<file path="src/rtl/rst_sup_pkg.sv">
package rst_sup_pkg;

    // Width of a counter that must be able to hold the value 'limit'.
    function automatic int cnt_bits(input int limit);
        return (limit < 2) ? 1 : $clog2(limit + 1);
    endfunction

    typedef enum logic {
        RST_ASSERTED = 1'b0,
        RST_RELEASED = 1'b1
    } rst_lvl_e;

endpackage

</file>
<file path="src/rtl/mr_sync.sv">
module mr_sync #(
    parameter int STAGES = 2
) (
    input  logic clk,
    input  logic arst_n,
    input  logic async_n_i,
    output logic sync_n_o
);
    logic [STAGES-1:0] sh_d, sh_q;

    always_comb begin
        sh_d = {sh_q[STAGES-2:0], async_n_i};
    end

    // Reset value is the idle-high level, so an undriven input never requests reset.
    always_ff @(posedge clk or negedge arst_n) begin
        if (!arst_n) sh_q <= '1;
        else         sh_q <= sh_d;
    end

    assign sync_n_o = sh_q[STAGES-1];

endmodule

</file>
<file path="src/rtl/mr_qualify.sv">
module mr_qualify
    import rst_sup_pkg::*;
#(
    parameter int MIN_PULSE_CYC = 50
) (
    input  logic clk,
    input  logic arst_n,
    input  logic sync_n_i,
    output logic hold_o
);
    localparam int        W     = cnt_bits(MIN_PULSE_CYC);
    localparam logic [W-1:0] LIMIT = W'(MIN_PULSE_CYC);

    typedef struct packed {
        logic [W-1:0] low_cnt;
    } qual_t;

    qual_t cur_q, nxt_d;

    always_comb begin
        nxt_d = cur_q;
        if (sync_n_i) begin
            nxt_d.low_cnt = '0;
        end else if (cur_q.low_cnt != LIMIT) begin
            nxt_d.low_cnt = cur_q.low_cnt + 1'b1;
        end
    end

    always_ff @(posedge clk or negedge arst_n) begin
        if (!arst_n) cur_q <= '0;
        else         cur_q <= nxt_d;
    end

    // Saturated count: the pulse has qualified and is still low.
    assign hold_o = (cur_q.low_cnt == LIMIT);

    a_r5_count_capped: assert property (@(posedge clk) disable iff (!arst_n)
        cur_q.low_cnt <= LIMIT);

    a_r4_hold_after_low: assert property (@(posedge clk) disable iff (!arst_n)
        hold_o |-> !$past(sync_n_i));

endmodule

</file>
<file path="src/rtl/hold_timer.sv">
module hold_timer
    import rst_sup_pkg::*;
#(
    parameter int REC_CYC = 25_000_000
) (
    input  logic clk,
    input  logic arst_n,
    input  logic pg_i,
    input  logic mr_hold_i,
    output logic rst_n_o
);
    localparam int        W    = cnt_bits(REC_CYC);
    localparam logic [W-1:0] LAST = W'(REC_CYC - 1);

    typedef struct packed {
        rst_lvl_e     lvl;
        logic [W-1:0] cnt;
    } tmr_t;

    tmr_t cur_q, nxt_d;

    always_comb begin
        nxt_d = cur_q;
        if (!pg_i || mr_hold_i) begin
            nxt_d.lvl = RST_ASSERTED;
            nxt_d.cnt = '0;
        end else if (cur_q.lvl == RST_ASSERTED) begin
            if (cur_q.cnt == LAST) begin
                nxt_d.lvl = RST_RELEASED;
                nxt_d.cnt = '0;
            end else begin
                nxt_d.cnt = cur_q.cnt + 1'b1;
            end
        end
    end

    always_ff @(posedge clk or negedge arst_n) begin
        if (!arst_n) begin
            cur_q.lvl <= RST_ASSERTED;
            cur_q.cnt <= '0;
        end else begin
            cur_q <= nxt_d;
        end
    end

    assign rst_n_o = cur_q.lvl;

    a_r1_pg_loss_asserts: assert property (@(posedge clk) disable iff (!arst_n)
        !pg_i |=> !rst_n_o);

    a_r8_release_only_when_quiet: assert property (@(posedge clk) disable iff (!arst_n)
        $rose(rst_n_o) |-> ($past(pg_i) && !$past(mr_hold_i)));

    a_r3_count_in_range: assert property (@(posedge clk) disable iff (!arst_n)
        cur_q.cnt <= LAST);

    a_r7_stays_released: assert property (@(posedge clk) disable iff (!arst_n)
        (rst_n_o && pg_i && !mr_hold_i) |=> rst_n_o);

endmodule

</file>
<file path="src/rtl/rst_supervisor.sv">
module rst_supervisor #(
    parameter int MIN_PULSE_CYC = 50,
    parameter int REC_CYC       = 25_000_000,
    parameter int SYNC_STAGES   = 2
) (
    input  logic clk,
    input  logic arst_n,
    input  logic pwr_good_i,
    input  logic mr_n_i,
    output logic rst_n_o
);
    logic mr_sync_n;
    logic mr_hold;

    mr_sync #(.STAGES(SYNC_STAGES)) u_sync (
        .clk       (clk),
        .arst_n    (arst_n),
        .async_n_i (mr_n_i),
        .sync_n_o  (mr_sync_n)
    );

    mr_qualify #(.MIN_PULSE_CYC(MIN_PULSE_CYC)) u_qual (
        .clk      (clk),
        .arst_n   (arst_n),
        .sync_n_i (mr_sync_n),
        .hold_o   (mr_hold)
    );

    // One shared counter gives both causes the same recovery length.
    hold_timer #(.REC_CYC(REC_CYC)) u_tmr (
        .clk       (clk),
        .arst_n    (arst_n),
        .pg_i      (pwr_good_i),
        .mr_hold_i (mr_hold),
        .rst_n_o   (rst_n_o)
    );

    a_r9_hold_forces_reset: assert property (@(posedge clk) disable iff (!arst_n)
        mr_hold |=> !rst_n_o);

endmodule

</file>
<file path="config.mk">
export PLATFORM = sky130hd
export DESIGN_NAME = rst_supervisor
export DESIGN_NICKNAME = d
export VERILOG_FILES = /design/src/rtl/rst_sup_pkg.sv /design/src/rtl/mr_sync.sv /design/src/rtl/mr_qualify.sv /design/src/rtl/hold_timer.sv /design/src/rtl/rst_supervisor.sv
export SDC_FILE = /design/constraint.sdc
export NUM_CORES = 1
export LEC_CHECK = 0
export CORE_MARGIN = 2
export CORE_UTILIZATION = 31
export CTS_CLUSTER_SIZE = 12
export DETAILED_ROUTE_END_ITERATION = 10
export DONT_BUFFER_PORTS = 1
export PLACE_DENSITY = 0.55
export SLEW_MARGIN = 20
export SYNTH_ARGS = -nofsm -noshare
export SYNTH_HDL_FRONTEND = slang
export SYNTH_SLANG_ARGS = --single-unit
export TNS_END_PERCENT = 10
</file>
<file path="constraint.sdc">
create_clock -name clk -period 4.3 [get_ports clk]
set_input_delay 0.645 -clock clk [delete_from_list [all_inputs] [get_ports clk]]
set_output_delay 0.645 -clock clk [all_outputs]
set_load 0.02 [all_outputs]
</file>
* Yosys cells after proc, flatten, opt, wreduce, memory -nomap -nowiden
Index checks and enable logic that the tools add are counted.
** Word-level totals
- Register bits :: 34
- Bits of input ports :: 4
- Output and inout bits :: 1
- Word-level logic and storage cells :: 19
** Operators by class
- $add $sub $neg :: 2
- Equality and inequality tests :: 4
- Mux-type cells :: 6
- Reduce and logical (&&, ||, !) cells :: 3
** Operators with widths (count)
- $mux 26 :: 2
- $add 25x1->25 const B :: 1
- $eq 25x25->1 const B :: 1
- $mux 25 :: 1
- $mux 6 :: 2
- $add 6x1->6 const B :: 1
- $eq 6x6->1 const B :: 1
- $ne 6x6->1 const B :: 1
- $ne 2x2->1 const B :: 1
- $reduce_bool 2->1 :: 1
- $logic_not 1->1 :: 1
- $logic_or 1x1->1 :: 1
- $mux 1 :: 1

* Logic depth before layout (Yosys ltp)
- Depth in word-level cells :: 4
- Mapped depth :: 8
- Gate-level depth less buffers :: 7

* Hierarchy
Synthesis repeated with hierarchy kept, for this count alone.
** Unflattened totals
- Cell total of the unflattened synthesis :: 210
- Area, all modules :: 1946.9 um2
** By module, submodules not included
- hold_timer :: instances 1, cells an instance 177, area an instance 1566.5 um2, seq. area each 650.6 um2
- mr_qualify :: instances 1, cells an instance 31, area an instance 327.8 um2, seq. area each 150.1 um2
- mr_sync :: instances 1, cells an instance 2, area an instance 52.6 um2, seq. area each 52.6 um2

* Least setup slack after synthesis
Ideal clock, no wire load.
- Path kind :: flip-flop to flip-flop
- Start :: register u_tmr.cur_q[8] (netlist bit)
- End :: register u_tmr.cur_q[23] (netlist bit)
- Library setup time :: 0.128 ns
- Arrival :: 1.739 ns
- Setup slack :: 2.433 ns
- Cell stages (with the launch flop) :: 6
- Cells stage by stage :: dfrtp_1 or4_4 nor4_4 nand2_4 nand2_4 o32ai_1
** Between the ends
- Word-level cells in the longest chain between the ends :: 4
- Elaborated cells on any way between the ends :: 5
- Those cells by class :: add/sub: 1; eq/ne: 1; mux: 3
** Ends and longest elaborated chain
- start: declaration :: line hold_timer.sv:20 : tmr_t cur_q, nxt_d;
- start signal: assignment :: line hold_timer.sv:42 : cur_q <= nxt_d;
- $add 25x1->25 or $eq 25x25->1 (tied branches) :: line hold_timer.sv:32, hold_timer.sv:28
- $mux 25 (*) :: line hold_timer.sv:28 : if (cur_q.cnt == LAST) begin
- $mux 26 (*) :: line hold_timer.sv:27 : end else if (cur_q.lvl == RST_ASSERTED) begin
- $mux 26 (*) :: line hold_timer.sv:24 : if (!pg_i || mr_hold_i) begin
Every way passes the cells marked *; elsewhere a longest branch is shown, timed or not. The select of a mux whose other input is x is not followed.
A chain may end at the register's enable or synchronous reset.

* Final worst setup path
- Start :: register u_qual.cur_q[0] (netlist bit)
- End :: register u_tmr.cur_q[17] (netlist bit)
** Between the ends
- Word-level cells in the longest chain between the ends :: 3
- Elaborated cells on any way between the ends :: 4
- Those cells by class :: eq/ne: 2; mux: 1; reduce/logical: 1
** Ends and longest elaborated chain
- start: declaration :: line mr_qualify.sv:18 : qual_t cur_q, nxt_d;
- start signal: assignment :: line mr_qualify.sv:31 : else cur_q <= nxt_d;
- $eq 6x6->1 (*) :: line mr_qualify.sv:35 : assign hold_o = (cur_q.low_cnt == LIMIT);
- $logic_or 1x1->1 (*) :: line hold_timer.sv:24
- $ne 2x2->1 (no line) or $mux 26 (tied branches)
Every way passes the cells marked *; elsewhere a longest branch is shown, timed or not.

==> impl_metrics.toml <==
[timing]
slew_viol_final = 0
finalHoldViolations = 0
fmax_mhz = 436.5
relSlewSlack = 0.2992
setup_viol = 0
tns_ps = 0
finClkSkew_ps = 7.909
min_period_ps = 2291
rsz0062_at_grt = "false"
timing_worst_slew_pin_value_ps = 1040
fin_crit_sh = 0.5328
fin_ws_ps = 2009

[grt]
track_usage = 0.1476
grt_pass1_wl_mm = 8.459
grt_max_degree = 35
antenna_found_initial = 0
grt_overflow = 0
grt_pass1_vias = 1705

[floorplanning]
die_area_sq_um = 7108
initial_core_util = 0.3185
die_x_um = 84.31
rows = 29
num_io_pins = 5
core-area_sq_um = 6277
die_y_um = 84.31

[worst_setup_path]
setup.worst_path.end_class = "flop"
worstSetupPathType = "flop to flop"
required_ps = 4470
path_max_fanout = 14
start_kind = "flop"
crit_arrival_ps = 2470

[hold_path]
hold_class = "input pin to async pin"

[cts]
hold_buffers = 0
clkLatencyLatePin_ps = 290
cts.repair.resized = 0
cts.clk_slew.worst_paths_ps = 80
cts_tree = "done"
cts_setup_buffers = 0
cts_root_buf = "clkbuf_8"
clock-sinks = 34
h-tree-depth = 2
cts_made_buffers = 5
clock_path_buffers = 2

[synthesis]
synthArstFlopShare = 1.000
syn_nets = 240
yosysSeqAreaShare = 0.4268
ys_types = 42
synth_ff_type = "dfrtp_1"
synth_edf_count = 0
netlist_area_sq_um = 1999
yosys_warnings = 0
ys_seq_elements = 34
synth.avg_cell_area_sq_um = 8.618
syn-instance-count = 232

[pwr]
total_power_uw = 613.7
pwr-share-comb = 0.033
power_frac_seq = 0.542
p_leak_nw = 0.8308
pwr-share-clk = 0.425
swShare = 0.2411
power_density_nw_per_um2 = 282.1
peakVddDrop_v = 0.0001388
p_int_uw = 465.8
switching_power_uw = 147.9

[finish]
fin_util = 0.3466
antenna_cells = 0
nNetsFinal = 242
area_growth_syn_to_layout_pct = 8.824
drive_gt1_frac = 0.09787

[placed_design]
dp_slack_ps = 2050
port_buffers = 0
dp_hpwl_mm = 3.316
place_congestion = 0.8398

[route]
drtIter0Drc = 150
routed_wl_mm = 4.870
postRouteAntennaNets = 0
wl_per_cell_um = 15.61
vias = 1744
first_pass_iters = 4
routed_via_density = 5.590
drc = 0

[job]
maxCapViolCount = 0

[run_status]
outcome = "finished clean"
worst max-delay path: stages, from the launching register on:
cell and delay (ps):
dfrtp_1 400, inv_1 90, ha_1 150, inv_1 50, o41ai_2 890, buf_4 350
nor2_1 60, nand4_1 90, o22ai_1 80
metal layers:
metal / global-route usage / wire length (um) / vias up
li1: - / - / 856
met1: 0.2081 / 2356 / 850
met2: 0.2280 / 2242 / 30
met3: 0.02655 / 183 / 8
met4: 0.05132 / 88 / 0
met5: 0 / 0 / -
worst paths after layout:
check / startpoint / endpoint / slack (ps) / cells after the start
max: u_qual.cur_q[0] / u_tmr.cur_q[17] / 2010 / 8
min: arst_n / u_tmr.rst_n_o / 40 / 0
max reg2reg: u_qual.cur_q[0] / u_tmr.cur_q[17] / 2010 / 8
min reg2reg: u_sync.sh_q[0] / u_sync.sh_q[1] / 360 / 0
max in group asynchronous: arst_n / u_sync.sh_q[1] / 4070 / 0
min in group clk: mr_n_i / u_sync.sh_q[0] / 340 / 0
area by class of cell:
class | instances | area, sq um
inverter | 6 | 22.52
sequential | 34 | 853.3
tap | 77 | 96.34
fill | 662 | 4101
timing repair buffer | 2 | 15.01
clock buffer | 6 | 82.58
clock inverter | 2 | 16.27
multi-input combinational | 185 | 1090
per-stage QoR:
stage,instance area [sq um],std cells,hold slack [ps]
after detailed placement,2077,304,348.8
after global routing,2176,312,23.25
after global placement,2077,304,349.4
after floorplan,1999,232,345.2
after CTS,2176,312,26.19
final,2176,312,41.26
power by group through the flow:
| stage | sequential, mW | clock [mW] | combinational (mW) |
|---|---|---|---|
| 2_1_floorplan | 0.337 | 0 | 0.0163 |
| 3_3_place_gp | 0.339 | 0 | 0.0199 |
| 3_5_place_dp | 0.339 | 0 | 0.0203 |
| 4_1_cts | 0.333 | 0.268 | 0.0203 |
| 5_1_grt | 0.334 | 0.280 | 0.0233 |
| 6_report | 0.333 | 0.261 | 0.0202 |
state kept, by name (all words and copies together) (netlist names):
name	flops
u_qual.cur_q	6
u_sync.sh_q	2
u_tmr.cur_q	25
u_tmr.rst_n_o	1
logic make-up after synthesis:
logic type,synth area share
DFF,0.4268
AOI/OAI and AO/OA,0.1558
and+or+nand+nor,0.3248
muxes,0.005006
xor gates and xnor gates,0.03066
buffers and inverters,0.03191
adders and majority gates,0.02503
cell usage in the layout (no fill, tap or decap), types with 2 or more instances in the layout:
cell / instances
nand3_1: 17
o22ai_1: 5
a21oi_1: 24
nor4_1: 3
nor2b_1: 2
xor2_1: 4
or4_1: 4
or3_1: 7
nand2_4: 2
o21ai_0: 3
nor2_1: 28
clkbuf_8: 6
nor3_1: 10
nand4_1: 11
xnor2_1: 3
or4b_1: 2
nand2b_1: 2
dfstp_2: 2
a311oi_1: 2
o21ai_1: 2
a31oi_1: 4
nand2_1: 30
o22ai_2: 4
buf_4: 2
ha_1: 4
dfrtp_1: 32
inv_1: 5
synth_stat cells, drive strengths merged (2+ instances only):
master	n	area, sq um
dfrtp	32	800.8
nand2	32	135.1
nor2	28	105.1
a21oi	25	128.9
nand3	17	85.08
nand4	11	68.82
nor3	11	60.06
o22ai	9	81.33
or3	7	43.79
buf	5	33.78
inv	5	18.77
o21ai	5	25.02
or4	5	41.29
a31oi	4	25.02
ha	4	50.05
nor4	4	40.04
xor2	4	35.03
xnor2	3	26.28
a311oi	2	17.52
clkbuf	2	7.510
dfstp	2	52.55
nand2b	2	12.51
nor2b	2	12.51
or4b	2	20.02
Note: power is estimated with default switching activity, not from simulation.
